--- config.mk ---
export PLATFORM = sky130hd
export DESIGN_NAME = drv_cal_seq
export DESIGN_NICKNAME = d
export VERILOG_FILES = /design/src/rtl/drv_cal_pkg.sv /design/src/rtl/drv_cal_wrport.sv /design/src/rtl/drv_cal_settle.sv /design/src/rtl/drv_cal_codes.sv /design/src/rtl/drv_cal_seq.sv
export SDC_FILE = /design/constraint.sdc
export NUM_CORES = 1
export LEC_CHECK = 0
export ABC_AREA = 1
export BUFFER_PORTS_ARGS = -buffer_cell sky130_fd_sc_hd__buf_2
export CAP_MARGIN = 20
export CELL_PAD_IN_SITES_DETAIL_PLACEMENT = 0
export CELL_PAD_IN_SITES_GLOBAL_PLACEMENT = 2
export CORE_MARGIN = 2
export CORE_UTILIZATION = 34
export CTS_CLUSTER_SIZE = 20
export DETAILED_ROUTE_END_ITERATION = 7
export PLACE_DENSITY = 0.87
export SLEW_MARGIN = 15
export SYNTH_ARGS = -nofsm -noshare
export SYNTH_HDL_FRONTEND = slang
export SYNTH_SLANG_ARGS = --single-unit
--- constraint.sdc ---
create_clock -name clk -period 3.7 [get_ports clk]
set_input_delay 0.185 -clock clk [delete_from_list [all_inputs] [get_ports clk]]
set_output_delay 0.185 -clock clk [all_outputs]
set_load 0.02 [all_outputs]
--- src/rtl/drv_cal_pkg.sv ---
package drv_cal_pkg;

  localparam int CODE_W = 4;
  localparam int ADDR_W = 8;
  localparam int DATA_W = 4 * CODE_W;

  localparam logic [ADDR_W-1:0] REG_TERM   = 8'h64;
  localparam logic [ADDR_W-1:0] REG_MODE   = 8'h66;
  localparam logic [ADDR_W-1:0] REG_MODE2  = 8'h68;
  localparam logic [ADDR_W-1:0] REG_BANK   = 8'h70;
  localparam logic [ADDR_W-1:0] REG_DRV_LO = 8'h98;
  localparam logic [ADDR_W-1:0] REG_DRV_HI = 8'h9A;

  localparam logic [DATA_W-1:0] VAL_ZERO    = 16'h0000;
  localparam logic [DATA_W-1:0] VAL_PULLUP  = 16'h001B;
  localparam logic [DATA_W-1:0] VAL_PULLDN  = 16'h0017;
  localparam logic [DATA_W-1:0] VAL_MODE2ON = 16'h0001;
  localparam logic [DATA_W-1:0] VAL_BANKSEL = 16'h0081;

  typedef enum logic [3:0] {
    ST_IDLE, ST_ENTRY, ST_P_SET, ST_P_WAIT, ST_P_CHK,
    ST_N_MODE, ST_N_SET, ST_N_WAIT, ST_N_CHK, ST_EXIT, ST_FIN
  } cal_st_e;

  typedef struct packed {
    logic [ADDR_W-1:0] addr;
    logic [DATA_W-1:0] data;
  } wr_cmd_t;

  function automatic logic [DATA_W-1:0] pack_codes(input logic [CODE_W-1:0] p,
                                                   input logic [CODE_W-1:0] n);
    return {n, p, n, p};
  endfunction

endpackage

--- src/rtl/drv_cal_wrport.sv ---
module drv_cal_wrport
  import drv_cal_pkg::*;
(
  input  logic              clk,
  input  logic              rst_n,
  input  logic              issue_i,
  input  wr_cmd_t           cmd_i,
  input  logic              wr_ready_i,
  output logic              accept_o,
  output logic              wr_valid_o,
  output logic [ADDR_W-1:0] wr_addr_o,
  output logic [DATA_W-1:0] wr_data_o
);

  logic    valid_q, valid_d;
  wr_cmd_t cmd_q, cmd_d;
  logic    cmd_en;

  assign accept_o = valid_q & wr_ready_i;
  assign cmd_en   = issue_i & ~valid_q;

  always_comb begin
    valid_d = valid_q;
    cmd_d   = cmd_q;
    if (cmd_en) begin
      valid_d = 1'b1;
      cmd_d   = cmd_i;
    end else if (accept_o) begin
      valid_d = 1'b0;
    end
  end

  always_ff @(posedge clk or negedge rst_n) begin
    if (!rst_n) begin
      valid_q <= 1'b0;
      cmd_q   <= '0;
    end else begin
      valid_q <= valid_d;
      if (cmd_en) cmd_q <= cmd_d;
    end
  end

  assign wr_valid_o = valid_q;
  assign wr_addr_o  = cmd_q.addr;
  assign wr_data_o  = cmd_q.data;

endmodule

--- src/rtl/drv_cal_settle.sv ---
module drv_cal_settle #(
  parameter int SETTLE_W = 8
) (
  input  logic                clk,
  input  logic                rst_n,
  input  logic                load_i,
  input  logic                tick_i,
  input  logic [SETTLE_W-1:0] count_i,
  output logic                expired_o
);

  logic [SETTLE_W-1:0] cnt_q, cnt_d;
  logic                cnt_en;

  assign expired_o = (cnt_q == '0);
  assign cnt_en    = load_i | (tick_i & ~expired_o);

  always_comb begin
    cnt_d = cnt_q;
    if (load_i)      cnt_d = count_i;
    else if (cnt_en) cnt_d = cnt_q - 1'b1;
  end

  always_ff @(posedge clk or negedge rst_n) begin
    if (!rst_n)      cnt_q <= '0;
    else if (cnt_en) cnt_q <= cnt_d;
  end

endmodule

--- src/rtl/drv_cal_codes.sv ---
module drv_cal_codes
  import drv_cal_pkg::*;
(
  input  logic              clk,
  input  logic              rst_n,
  input  logic              init_i,
  input  logic              p_dec_i,
  input  logic              n_inc_i,
  output logic [CODE_W-1:0] pcode_o,
  output logic [CODE_W-1:0] ncode_o,
  output logic              p_end_o,
  output logic              n_end_o
);

  logic [CODE_W-1:0] p_q, p_d, n_q, n_d;
  logic              code_en;

  assign code_en = init_i | p_dec_i | n_inc_i;

  always_comb begin
    p_d = p_q;
    n_d = n_q;
    if (init_i) begin
      p_d = '1;
      n_d = '0;
    end else begin
      if (p_dec_i) p_d = p_q - 1'b1;
      if (n_inc_i) n_d = n_q + 1'b1;
    end
  end

  always_ff @(posedge clk or negedge rst_n) begin
    if (!rst_n) begin
      p_q <= '0;
      n_q <= '0;
    end else if (code_en) begin
      p_q <= p_d;
      n_q <= n_d;
    end
  end

  assign pcode_o = p_q;
  assign ncode_o = n_q;
  assign p_end_o = (p_q == '0);
  assign n_end_o = (n_q == '1);

endmodule

--- src/rtl/drv_cal_seq.sv ---
module drv_cal_seq
  import drv_cal_pkg::*;
#(
  parameter int SETTLE_W = 8,
  parameter int NUM_MON  = 4
) (
  input  logic                clk,
  input  logic                rst_n,
  input  logic                start_i,
  input  logic [SETTLE_W-1:0] settle_i,
  input  logic [NUM_MON-1:0]  cmp_i,
  input  logic                wr_ready_i,
  output logic                wr_valid_o,
  output logic [7:0]          wr_addr_o,
  output logic [15:0]         wr_data_o,
  output logic [3:0]          pcode_o,
  output logic [3:0]          ncode_o,
  output logic                busy_o,
  output logic                done_o,
  output logic                err_o
);

  localparam int IDX_W = 2;

  // reset: asserted asynchronously, released on a clock edge
  logic [1:0] rst_sync_q;
  logic       rst_int_n;

  always_ff @(posedge clk or negedge rst_n) begin
    if (!rst_n) rst_sync_q <= 2'b00;
    else        rst_sync_q <= {rst_sync_q[0], 1'b1};
  end
  assign rst_int_n = rst_sync_q[1];

  cal_st_e            st_q, st_d;
  logic [IDX_W-1:0]   idx_q, idx_d;
  logic               done_q, done_d, err_q, err_d;
  logic               flag_en;

  wr_cmd_t            cmd;
  logic               wr_state, last_wr, issue, accept;
  logic               settle_load, settle_tick, settle_done;
  logic               code_init, p_dec, n_inc, p_end, n_end;
  logic [CODE_W-1:0]  p_code, n_code;

  drv_cal_wrport u_wrport (
    .clk        (clk),
    .rst_n      (rst_int_n),
    .issue_i    (issue),
    .cmd_i      (cmd),
    .wr_ready_i (wr_ready_i),
    .accept_o   (accept),
    .wr_valid_o (wr_valid_o),
    .wr_addr_o  (wr_addr_o),
    .wr_data_o  (wr_data_o)
  );

  drv_cal_settle #(.SETTLE_W(SETTLE_W)) u_settle (
    .clk       (clk),
    .rst_n     (rst_int_n),
    .load_i    (settle_load),
    .tick_i    (settle_tick),
    .count_i   (settle_i),
    .expired_o (settle_done)
  );

  drv_cal_codes u_codes (
    .clk     (clk),
    .rst_n   (rst_int_n),
    .init_i  (code_init),
    .p_dec_i (p_dec),
    .n_inc_i (n_inc),
    .pcode_o (p_code),
    .ncode_o (n_code),
    .p_end_o (p_end),
    .n_end_o (n_end)
  );

  // write script: offset and data for the current state and step
  always_comb begin
    cmd     = '0;
    last_wr = 1'b0;
    unique case (st_q)
      ST_ENTRY: begin
        unique case (idx_q)
          2'd0:    cmd = '{REG_TERM,  VAL_ZERO};
          2'd1:    cmd = '{REG_MODE,  VAL_PULLUP};
          2'd2:    cmd = '{REG_MODE2, VAL_MODE2ON};
          default: cmd = '{REG_BANK,  VAL_BANKSEL};
        endcase
        last_wr = (idx_q == 2'd3);
      end
      ST_P_SET, ST_N_SET: begin
        cmd.addr = (idx_q == 2'd0) ? REG_DRV_LO : REG_DRV_HI;
        cmd.data = pack_codes(p_code, n_code);
        last_wr  = (idx_q == 2'd1);
      end
      ST_N_MODE: begin
        cmd     = '{REG_MODE, VAL_PULLDN};
        last_wr = 1'b1;
      end
      ST_EXIT: begin
        unique case (idx_q)
          2'd0:    cmd = '{REG_TERM,  VAL_ZERO};
          2'd1:    cmd = '{REG_MODE,  VAL_ZERO};
          default: cmd = '{REG_MODE2, VAL_ZERO};
        endcase
        last_wr = (idx_q == 2'd2);
      end
      default: ;
    endcase
  end

  assign wr_state = (st_q == ST_ENTRY) || (st_q == ST_P_SET) || (st_q == ST_N_MODE) ||
                    (st_q == ST_N_SET) || (st_q == ST_EXIT);
  assign issue    = wr_state & ~wr_valid_o;

  // next-state logic
  always_comb begin
    st_d        = st_q;
    idx_d       = idx_q;
    done_d      = done_q;
    err_d       = err_q;
    code_init   = 1'b0;
    p_dec       = 1'b0;
    n_inc       = 1'b0;
    settle_load = 1'b0;
    settle_tick = 1'b0;

    if (wr_state && accept) begin
      if (last_wr) begin
        idx_d = '0;
        unique case (st_q)
          ST_ENTRY:  st_d = ST_P_SET;
          ST_P_SET:  begin st_d = ST_P_WAIT; settle_load = 1'b1; end
          ST_N_MODE: st_d = ST_N_SET;
          ST_N_SET:  begin st_d = ST_N_WAIT; settle_load = 1'b1; end
          default:   st_d = ST_FIN;
        endcase
      end else begin
        idx_d = idx_q + 1'b1;
      end
    end

    unique case (st_q)
      ST_IDLE: begin
        if (start_i) begin
          st_d      = ST_ENTRY;
          idx_d     = '0;
          done_d    = 1'b0;
          err_d     = 1'b0;
          code_init = 1'b1;
        end
      end
      ST_P_WAIT: begin
        settle_tick = 1'b1;
        if (settle_done) st_d = ST_P_CHK;
      end
      ST_P_CHK: begin
        if (&cmp_i) begin
          st_d = ST_N_MODE;
        end else if (p_end) begin
          err_d = 1'b1;
          st_d  = ST_EXIT;
        end else begin
          p_dec = 1'b1;
          st_d  = ST_P_SET;
        end
      end
      ST_N_WAIT: begin
        settle_tick = 1'b1;
        if (settle_done) st_d = ST_N_CHK;
      end
      ST_N_CHK: begin
        if (cmp_i[0]) begin
          st_d = ST_EXIT;
        end else if (n_end) begin
          err_d = 1'b1;
          st_d  = ST_EXIT;
        end else begin
          n_inc = 1'b1;
          st_d  = ST_N_SET;
        end
      end
      ST_FIN: begin
        done_d = 1'b1;
        st_d   = ST_IDLE;
      end
      default: ;
    endcase
  end

  assign flag_en = (done_d != done_q) | (err_d != err_q);

  // state registers
  always_ff @(posedge clk or negedge rst_int_n) begin
    if (!rst_int_n) begin
      st_q  <= ST_IDLE;
      idx_q <= '0;
    end else begin
      st_q  <= st_d;
      idx_q <= idx_d;
    end
  end

  always_ff @(posedge clk or negedge rst_int_n) begin
    if (!rst_int_n) begin
      done_q <= 1'b0;
      err_q  <= 1'b0;
    end else if (flag_en) begin
      done_q <= done_d;
      err_q  <= err_d;
    end
  end

  assign pcode_o = p_code;
  assign ncode_o = n_code;
  assign busy_o  = (st_q != ST_IDLE);
  assign done_o  = done_q;
  assign err_o   = err_q;

endmodule


==> key figures, run 1 <==
GRT
  – Gr ovfl total: 0
  – Tot GR Track Use: 0.153
  – Initial antenna violation count: 0
  – Vias in the first global route: 2067
  – Global-route wire length before repair: 10200 um
  – Largest net degree at the start of global routing: 46

Route
  – 1st-pass router iterations: 4
  – Drt drc: 0
  – Final WL: ~6000 um
  – Post-DRT Antenna Nets: 0
  – Routed via count: roughly 2200
  – Initial DRC count: 113
  – Detailed-route vias per instance: 4.57
  – Per-cell routed wire length: around 12 um

Floorplanning
  – Die Width: a little over 90 um
  – CORE AREA: around 7300 um^2
  – Initial Util: 0.354
  – IO Pins: 52
  – Total die area: 8300 um^2
  – Chip height: 91.1 um
  – Site Rows: 31

Synth
  – Post-Synthesis Cells: 329
  – Post-synth top area share: 0.456
  – Post-synth EDFFs: 0
  – Main combinational cell family by area after synthesis: simple AND/OR/NAND/NOR gates
  – Post-synthesis compound-gate area fraction: 0.101
  – Synthesis-stage register bit count: 47
  – Yosys cell types: 34
  – Main area contributors after synthesis: dfrtp_1, nand2_1, inv_1
  – Async set-reset flop share out of synthesis: 1.00
  – Top FF cell, synth: dfrtp_1
  – XOR/XNOR Fraction of Synth Area: 0.0136
  – Most common cell in the netlist: nand2_1
  – Mapped Avg Cell Area: 7.84 um^2
  – Share of synthesized area occupied by flip-flops and latches: 0.456
  – Syn Std Cell Area: approximately 2600 um^2
  – Adder-cell area share of the yosys netlist: 0.0485
  – Most frequent cells after synthesis: nand2_1, dfrtp_1, inv_1
  – Simple-gate area share of the yosys netlist: 0.283
  – Post-synthesis net count: 355
  – Yosys top cell by area: dfrtp_1
  – Synth warn: 0
  – Mux contribution to synthesized area: 0

Pwr
  – Tot Pwr: 0.871 mW
  – Max IR drop VDD: 0.000119 V
  – Internal: 0.676 mW
  – Register share of total power: 0.594
  – Comb pwr share: 0.025
  – Power Density: 289 nW/um^2
  – Psw: 0.195 mW
  – LEAKAGE: approximately 1.7 nW
  – Switch share: 0.224
  – Clock power frac: 0.381

Critical path
  – CP arrival: about 1.9 ns
  – CP endpoint kind: flop
  – R2R setup slack: a little under 2 ns
  – R2R depth: 8
  – Crit-path slowest cell: dfrtp_1
  – Crit path top cell by count: nand2_1
  – Crit-path cells: nor2_4 > nand2_4 > a21oi_4 > nand2_2 > nand2_1 > inv_1 > nand2_1 > nand3_1
  – CP Buf/Inv Count: 1
  – Worst Path Required: 3.89 ns
  – CP delay by family, top: simple AND/OR/NAND/NOR gates
  – Worst Path Class, Setup: flop to flop
  – CP max FO: 11
  – Reg2reg start: st_q[1]$_DFF_PN0_
  – Crit Reg-Reg Endpoint: u_settle.cnt_q[6]$_DFFE_PN0P_
  – CP startpoint kind: flop
  – Largest stage delay, worst path: 0.46 ns

Run status
  – Status: completed

Clock network
  – Gates resized, CTS repair: 0
  – Post-CTS setup buffer count: 0
  – Clock sink count: between 40 and 50
  – Total CTS buffers: 5
  – # H-tree levels: 2
  – Clock buffer depth: 2
  – CTS tree: built
  – Root buf cell: clkbuf_8
  – Clk_lat worst skew: approximately 0.31 ns
  – Clk slew on worst S/H paths: roughly 0.090 ns

Min path
  – Hold path cells: 2
  – Hold path startpoint: wr_ready_i
  – Worst Hold Path EP: u_wrport.wr_valid_o$_DFFE_PN0P_
  – Hold Crit Class: input port to flop

Place
  – Gp weighted congestion: 0.782
  – Port bufs: 50
  – Hpwl dp: 4570 um

Cells and area
  – N_diodes: 0
  – Fin nets: a little over 400
  – Area Growth Syn to Fin: 16.9%
  – Share of layout cells above drive strength 1: 0.205

STA
  – Pins Over Slew Limit: 0
  – Skew final: 0.0112 ns
  – Final worst-path cycle share: 0.473
  – Minimum clock period: 1.75 ns
  – Final Hold Vio Count: 0
  – Unrepaired setup endpoints after global routing: false
  – Fmax: 572 MHz
  – Final setup viols: 0
  – Setup TNS: 0 ns

Run
  – Max Cap Violations: 0
per-layer routing:
layer	track usage	share of wire
met1	0.218	0.50
met2	0.240	0.46
met3	0.0307	0.030
met4	0.0341	0.0086
met5	0	0
metrics by stage:
step	util	hold slack [ns]	cell area, um^2	instances	setup slack [ns]
detailed placement	0.396	-0.0279	2890	469	1.95
CTS	0.411	0.0872	3000	478	1.93
global route	0.414	0.105	3020	479	1.76
finish	0.414	0.0898	3020	479	1.95
floorplan	-	-0.111	2580	329	2.20
global placement	0.396	-0.0309	2890	469	1.94
final cells by class:
| type | instances | area (um^2) |
|---|---|---|
| multi-input cells | 226 | 1160 |
| well taps | 99 | 124 |
| clock inverters | 2 | 16.3 |
| inverters | 47 | 178 |
| flip-flops and latches | 47 | 1180 |
| clock buffers | 6 | 82.6 |
| fillers | 783 | 4280 |
| repair buffers | 52 | 280 |
sequential cells by signal, indices dropped and copies added, names as in the netlist:
name and flops:
u_wrport.wr_data_o 14, u_settle.cnt_q 8, u_wrport.wr_addr_o 6, st_q 4, u_codes.ncode_o 4, u_codes.pcode_o 4, idx_q 2, rst_sync_q 2
done_o 1, err_o 1, u_wrport.wr_valid_o 1
power groups by stage:
stage	Clock (mW)	Sequential (mW)	Combinational (mW)
2_1_floorplan	0	0.532	0.00345
3_3_place_gp	0	0.535	0.0116
3_5_place_dp	0	0.535	0.0116
4_1_cts	0.346	0.525	0.0125
5_1_grt	0.367	0.518	0.0247
6_report	0.332	0.517	0.0216
kinds of logic (layout without fill, tap and decap cells):
group,count (synthesis),in the layout
compound gates,40,40
xor+xnor,4,4
fa+ha+maj,10,10
buf+inv,56,107
flops,47,47
other cells,2,2
simple gates,170,170
layout by cell type, fill, tap and decap left out, types with 6 or more instances in the layout:
master     n
ha_1      10
o21ai_0   11
a21oi_1    7
nand2_1   93
o21ai_1    8
inv_1     42
dfrtp_1   46
clkbuf_8   6
nor2_1    31
buf_2     50
nand3_1   28
how the worst max path moves through the flow:
| stage | startpoint | to | slack, ns | cells past startpoint |
|---|---|---|---|---|
| 2_1_floorplan | u_codes.pcode_o[0]$_DFFE_PN0P_ | u_codes.pcode_o[1]$_DFFE_PN0P_ | 2.20 | 8 |
| 3_3_place_gp | st_q[0]$_DFF_PN0_ | u_settle.cnt_q[4]$_DFFE_PN0P_ | 1.94 | 9 |
| 3_5_place_dp | st_q[1]$_DFF_PN0_ | u_settle.cnt_q[6]$_DFFE_PN0P_ | 1.95 | 8 |
| 4_1_cts | st_q[1]$_DFF_PN0_ | u_settle.cnt_q[6]$_DFFE_PN0P_ | 1.93 | 8 |
| 5_1_grt | st_q[0]$_DFF_PN0_ | u_settle.cnt_q[4]$_DFFE_PN0P_ | 1.76 | 10 |
| 6_report | st_q[1]$_DFF_PN0_ | u_settle.cnt_q[6]$_DFFE_PN0P_ | 1.95 | 8 |
what timing repair did:
action	in CTS	in global routing
hold endpoints to repair	2	0
endpoints found under the setup margin	0	0
hold buffers	1	0
Note: power is estimated with default switching activity, not from simulation.
==> run 2: changes to the inputs <==
- CORE_UTILIZATION: 34 -> 31
- PLACE_DENSITY: 0.87 -> 0.8
- clock period: 3.7 -> 1.7 ns (I/O delays scaled with it)
==> key figures, run 2 (synthesis gave the netlist of run 1 again) <==
Run status
  – Status: completed

Critical path
  – Worst Path Required: 1.62 ns (-2.27 ns)
  – CP startpoint kind: flop
  – Crit-path cells: nor2_1 > inv_1 > nor2_1 > buf_4 > inv_1 > buf_2
  – CP max FO: 8 (-3)
  – CP arrival: 1.50 ns (-0.44 ns)
  – CP endpoint kind: output port
  – CP Buf/Inv Count: 4 (+3)
  – CP delay by family, top: flip-flops
  – WP depth: 6 (-2)
  – Worst Path Class, Setup: flop to output port
  – Crit-path slowest cell: dfrtp_2
  – R2R depth: 9 (+1)
  – Largest stage delay, worst path: 0.47 ns (about the same)

Cells and area
  – Most frequent cells in the layout: nand2_1, buf_2, dfrtp_1, inv_1, nor2_1
  – Fin area: 3240 um^2 (+7.5%)
  – Area Growth Syn to Fin: 25.7%
  – N_diodes: 0 (unchanged)
  – Share of layout cells above drive strength 1: 0.257 (+0.0515)
  – Max FFs per register: 14 (unchanged)
  – Fin nets: 430 (+6.2%)
  – Most common cell after layout, fill and taps aside: nand2_1

Clock network
  – Clock buffer depth: 2 (unchanged)
  – Clk_lat worst skew: 0.31 ns (about the same)
  – Root buf cell: clkbuf_8
  – Total CTS buffers: 5 (unchanged)
  – CTS tree: built
  – # H-tree levels: 2 (unchanged)
  – Clock sink count: 47 (unchanged)
  – Clk slew on worst S/H paths: 0.09 ns (about the same)
  – Post-CTS setup buffer count: 0 (unchanged)

Pwr
  – Register share of total power: 0.595 (about the same)
  – Psw: 0.452 mW (+130%)
  – Comb pwr share: 0.027 (+0.002)
  – Clock power frac: 0.378 (-0.003)
  – Power Density: 586 nW/um^2 (+100%)
  – Switch share: 0.238 (+0.0137)
  – Internal: 1.45 mW (+110%)
  – Max IR drop VDD: 0.000261 V (+120%)
  – LEAKAGE: 1.80 nW (+8.2%)

Place
  – Hpwl dp: 4810 um (+5.3%)
  – Placed Area: 3060 um^2 (+6.2%)
  – Gp weighted congestion: 0.757 (-3.2%)
  – Port bufs: 50 (unchanged)

STA
  – Setup TNS: 0 ns (unchanged)
  – Pins Over Slew Limit: 0 (unchanged)
  – Final setup viols: 0 (unchanged)
  – Skew final: 0.0129 ns (+0.00163 ns)
  – Final Hold Vio Count: 0 (unchanged)
  – Fmax: 630 MHz
  – Final worst-path cycle share: 0.933
  – Minimum clock period: 1.59 ns
  – Unrepaired setup endpoints after global routing: false

GRT
  – Initial antenna violation count: 0 (unchanged)
  – Largest net degree at the start of global routing: 27 (-41%)
  – Global-route wire length before repair: 10300 um (+0.21%)
  – Tot GR Track Use: 0.144 (-0.00847)
  – Gr ovfl total: 0 (unchanged)
  – Vias in the first global route: 2173 (+5.1%)

Route
  – Detailed-route vias per instance: 4.45 (-2.6%)
  – Post-DRT Antenna Nets: 0 (unchanged)
  – 1st-pass router iterations: 7 (+3)
  – Drt drc: 0 (unchanged)
  – Initial DRC count: 97 (-14%)
  – Routed via count: 2270 (+3.7%)
  – Per-cell routed wire length: 12.1 um (-2.9%)
  – Final WL: 6160 um (+3.4%)

Floorplanning
  – Total die area: 9060 um^2 (+9.2%)
  – IO Pins: 52 (unchanged)
  – Initial Util: 0.317 (-0.0366)
  – Site Rows: 33 (+6.5%)
  – Die Width: 95.2 um (+4.5%)
  – Chip height: 95.2 um (+4.5%)
  – CORE AREA: 8130 um^2 (+12%)

Min path
  – Hold Crit Class: input port to flop
  – Hold path cells: 3 (+1)

Run
  – Max Cap Violations: 0 (unchanged)
run 2: cell count changes in the layout (fill, tap and decap cells not counted):
cell	delta
buf_4	+20
nand2_4	+2
nor2_1	-2
dfrtp_2	+1
clkinv_4	-1
nor2_2	+2
nand2_1	-3
clkbuf_8	-1
inv_6	+2
nand2_2	+1
dfrtp_1	-1
dlygate4sd3_1	+5
run 2: what timing repair did:
action | in CTS | in global routing
endpoints found under the hold margin | 7 | 0
hold buffers | 6 | 0
gates resized for setup | 0 | 8
setup endpoints to repair | 0 | 14
run 2: tightest hold or removal path: stages:
cell and delay [ns]:
buf_2 0.08, nand2_1 0.05, nand3_1 0.08
run 2: area by class of cell:
class | instances | area [um^2]
sequential | 47 | 1180
tap | 105 | 131
inverter | 47 | 178
fill | 885 | 4890
timing repair buffer | 77 | 480
clock inverter | 3 | 25.0
clock buffer | 5 | 68.8
multi-input combinational | 226 | 1180
run 2: worst paths after layout:
| check | end | from | slack [ns] |
|---|---|---|---|
| max in group asynchronous | st_q[2]$_DFF_PN0_ | rst_sync_q[1]$_DFF_PN0_ | 0.94 |
| min | u_settle.cnt_q[1]$_DFFE_PN0P_ | settle_i[1] | 0.02 |
| max | busy_o | st_q[2]$_DFF_PN0_ | 0.11 |
| min in group asynchronous | rst_sync_q[1]$_DFF_PN0_ | rst_n | 0.09 |
| max reg2reg | u_settle.cnt_q[2]$_DFFE_PN0P_ | st_q[0]$_DFF_PN0_ | 0.16 |
| min reg2reg | u_wrport.wr_addr_o[4]$_DFFE_PN0P_ | rst_sync_q[1]$_DFF_PN0_ | 0.23 |
run 2: through the flow:
stage | total power [mW] | std cells | util | hold WS [ns] | setup slack [ns]
detailed placement | 1.20 | 496 | 0.377 | -0.124 | 0.138
CTS | 1.94 | 510 | 0.396 | 0.0155 | 0.112
global route | 1.99 | 510 | 0.399 | 0.0292 | 0.00620
finish | 1.90 | 510 | 0.399 | 0.0216 | 0.114
floorplan | 1.16 | 329 | - | -0.211 | 0.202
global placement | 1.20 | 496 | 0.377 | -0.126 | 0.138
run 2: metal layers:
metal | track usage | vias to the layer above | wire length (um)
met5 | 0 | - | 0
met1 | 0.211 | 1047 | 3160
met4 | 0.0362 | 0 | 75
met3 | 0.0237 | 5 | 156
li1 | - | 1183 | -
met2 | 0.221 | 35 | 2770
run 2: power by group through the flow:
stage               Sequential [mW]  Clock (mW)  Combinational, mW
finish                         1.13       0.717             0.0518
global route                   1.13       0.794             0.0585
CTS                            1.13       0.751             0.0530
detailed placement             1.15           0             0.0427
global placement               1.15           0             0.0423
floorplan                      1.16           0            0.00751
==> run 3: changes to the inputs <==
- ABC_AREA: 1 -> default
- CORE_UTILIZATION: 31 -> 33
- PLACE_DENSITY: 0.8 -> 0.82
==> key figures, run 3 <==
Run status
  – Status: completed

Critical path
  – Worst Path Class, Setup: flop to flop
  – Worst Path Required: 1.89 ns (+0.27 ns)
  – CP max FO: 7 (-1)
  – CP endpoint kind: flop
  – CP startpoint kind: flop
  – CP arrival: 1.86 ns (+0.36 ns)

Synth
  – Share of synthesized area occupied by flip-flops and latches: 0.462 (+0.00605)
  – Mapped Avg Cell Area: 9.02 um^2 (+15%)
  – Synthesis-stage register bit count: 47 (unchanged)
  – Post-synth top area share: 0.462 (+0.00605)
  – Synth warn: 0 (unchanged)
  – Post-synthesis net count: 308 (-13%)
  – Top FF cell, synth: dfrtp_1
  – Yosys cell types: 47 (+38%)
  – Syn Std Cell Area: 2540 um^2 (-1.3%)
  – Main area contributors after synthesis: dfrtp_1, nand2_1, ha_1
  – Most frequent cells after synthesis: nand2_1, dfrtp_1, nor2_1
  – Async set-reset flop share out of synthesis: 1.00 (unchanged)
  – Most common cell in the netlist: nand2_1
  – Yosys top cell by area: dfrtp_1
  – Post-synth EDFFs: 0 (unchanged)
  – Post-Synthesis Cells: 282 (-14%)

Place
  – Gp weighted congestion: 0.770 (+1.7%)
  – Pre-CTS setup slack: -0.153 ns (-0.291 ns)
  – Hpwl dp: 4950 um (+3.0%)
  – Placed insts: 461 (-7.1%)
  – Port bufs: 50 (unchanged)

STA
  – Final setup viols: 0 (unchanged)
  – Final worst-path cycle share: 0.978 (+0.0453)
  – Relative slew margins: 0.645
  – Hold WS: 0.0201 ns (-0.00145 ns)
  – Final Hold Vio Count: 0 (unchanged)
  – Setup TNS: 0 ns (unchanged)
  – Skew final: 0.00743 ns (-0.00544 ns)
  – Unrepaired setup endpoints after global routing: true
  – Final WS setup: 0.0369 ns (-0.0770 ns)
  – Minimum clock period: 1.66 ns (+0.0770 ns)
  – Pins Over Slew Limit: 0 (unchanged)
  – Fmax: 601 MHz (-4.6%)
  – Measured slew at the worst slew-check pin: 0.532 ns

Pwr
  – Tot Pwr: 5.21 mW (+170%)
  – Psw: 2.12 mW (+370%)
  – Switch share: 0.407 (+0.169)
  – LEAKAGE: 1.70 nW (-5.5%)
  – Internal: 3.09 mW (+110%)
  – Max IR drop VDD: 0.000523 V (+100%)
  – Clock power frac: 0.189 (-0.189)
  – Power Density: 1440 nW/um^2 (+150%)
  – Register share of total power: 0.315 (-0.280)
  – Comb pwr share: 0.495 (+0.468)

Route
  – Routed via count: 2363 (+4.1%)
  – Initial DRC count: 78 (-20%)
  – Final WL: 6880 um (+12%)
  – Per-cell routed wire length: 14.1 um (+17%)
  – Detailed-route vias per instance: 4.85 (+9.0%)
  – Drt drc: 0 (unchanged)
  – 1st-pass router iterations: 4 (-3)
  – Post-DRT Antenna Nets: 0 (unchanged)

Floorplanning
  – CORE AREA: 7610 um^2 (-6.5%)
  – Initial Util: 0.335 (+0.0175)
  – Die Width: 91.8 um (-3.6%)
  – Total die area: 8430 um^2 (-7.0%)
  – Site Rows: 32 (-3.0%)
  – IO Pins: 52 (unchanged)
  – Chip height: 91.8 um (-3.6%)

Clock network
  – Root buf cell: clkbuf_8
  – CTS tree: built
  – Clock buffer depth: 2 (unchanged)
  – # H-tree levels: 2 (unchanged)
  – Clock sink count: 47 (unchanged)
  – Total CTS buffers: 5 (unchanged)
  – Clk_lat worst skew: 0.31 ns (about the same)
  – Clk slew on worst S/H paths: 0.09 ns (about the same)

Cells and area
  – Fin nets: 410 (-4.7%)
  – Area Growth Syn to Fin: 41.8%
  – Non-Filler Instances: 487 (-4.5%)
  – Max FFs per register: 14 (unchanged)
  – N_diodes: 0 (unchanged)
  – Share of layout cells above drive strength 1: 0.400 (+0.143)
  – Most common cell after layout, fill and taps aside: nand2_1
  – Layout fillers: 774 (-13%)
  – Most frequent cells in the layout: nand2_1, buf_2, buf_4, dfrtp_1, nor2_1

GRT
  – Largest net degree at the start of global routing: 27 (unchanged)
  – Tot GR Track Use: 0.162 (+0.0175)
  – Gr ovfl total: 0 (unchanged)
  – Global-route wire length before repair: 11000 um (+6.9%)
  – Initial antenna violation count: 0 (unchanged)
  – Vias in the first global route: 2250 (+3.5%)

Run
  – Max Cap Violations: 0 (unchanged)

Min path
  – Hold Crit Class: input port to flop
[run 3: power groups by stage]
| stage | Combinational, mW | Clock, mW | Sequential (mW) |
|---|---|---|---|
| final | 2.58 | 0.987 | 1.64 |
| after global routing | 2.86 | 1.06 | 1.68 |
| after CTS | 2.31 | 1.01 | 1.64 |
| after detailed placement | 2.25 | 0 | 1.66 |
| after global placement | 2.23 | 0 | 1.64 |
| after floorplan | 1.23 | 0 | 1.81 |
[run 3: cell families after synthesis]
group | after synthesis | synth area share
flip-flops | 47 | 0.462
XOR/XNOR | 11 | 0.0379
buffers and inverters | 30 | 0.0556
AND/OR/NAND/NOR | 114 | 0.213
AO/OA/AOI/OAI | 64 | 0.162
multiplexers | 4 | 0.0167
other | 2 | 0.00295
adder cells (fa/ha/maj) | 10 | 0.0492
[run 3: routing by layer]
metal | share of wire | wire length [um] | GRT usage
met1 | 0.45 | 3090 | 0.215
met4 | 0.015 | 102 | 0.0535
met3 | 0.041 | 280 | 0.0263
met2 | 0.49 | 3400 | 0.269
met5 | 0 | 0 | 0
[run 3: area by class of cell]
| cell class | instances | area [um^2] | share of cell area |
|---|---|---|---|
| multi-input cells | 206 | 1370 | 0.381 |
| flip-flops and latches | 47 | 1190 | 0.329 |
| repair buffers | 110 | 731 | 0.202 |
| well taps | 102 | 128 | 0.0354 |
| clock buffers | 5 | 68.8 | 0.0191 |
| clock inverters | 3 | 67.6 | 0.0187 |
| inverters | 14 | 55.1 | 0.0153 |
[run 3: what timing repair did]
action	CTS	global route
endpoints found under the hold margin	7	0
pin swaps	3	13
gates resized for setup	5	33
endpoints found under the setup margin	30	27
gates cloned	0	1
hold buffers	6	0
setup buffers	4	7
[run 3: critical path: stages, from the launching register on]
cell and delay, ns:
dfrtp_2 0.47, nor3b_4 0.34, nand4_1 0.23, nand2_2 0.14, o21ai_2 0.06, a221o_1 0.32
[run 3: path summary, 6_finish.rpt]
kind / startpoint / slack, ns / cells past startpoint / end
max: st_q[0]$_DFF_PN0_ / 0.04 / 5 / u_settle.cnt_q[4]$_DFFE_PN0P_
min: wr_ready_i / 0.02 / 2 / u_wrport.wr_valid_o$_DFFE_PN0P_
max reg2reg: st_q[0]$_DFF_PN0_ / 0.04 / 5 / u_settle.cnt_q[4]$_DFFE_PN0P_
min reg2reg: rst_sync_q[1]$_DFF_PN0_ / 0.25 / 1 / u_wrport.wr_data_o[1]$_DFFE_PN0P_
max in group asynchronous: rst_sync_q[1]$_DFF_PN0_ / 1.17 / 1 / u_codes.ncode_o[0]$_DFFE_PN0P_
min in group asynchronous: rst_n / 0.08 / 2 / rst_sync_q[1]$_DFF_PN0_
[run 3: through the flow]
step                      utilization  instance area [um^2]
final                           0.475                  3610
after global routing            0.475                  3610
after CTS                       0.451                  3430
after detailed placement        0.418                  3180
after global placement          0.418                  3180
after floorplan                     -                  2570
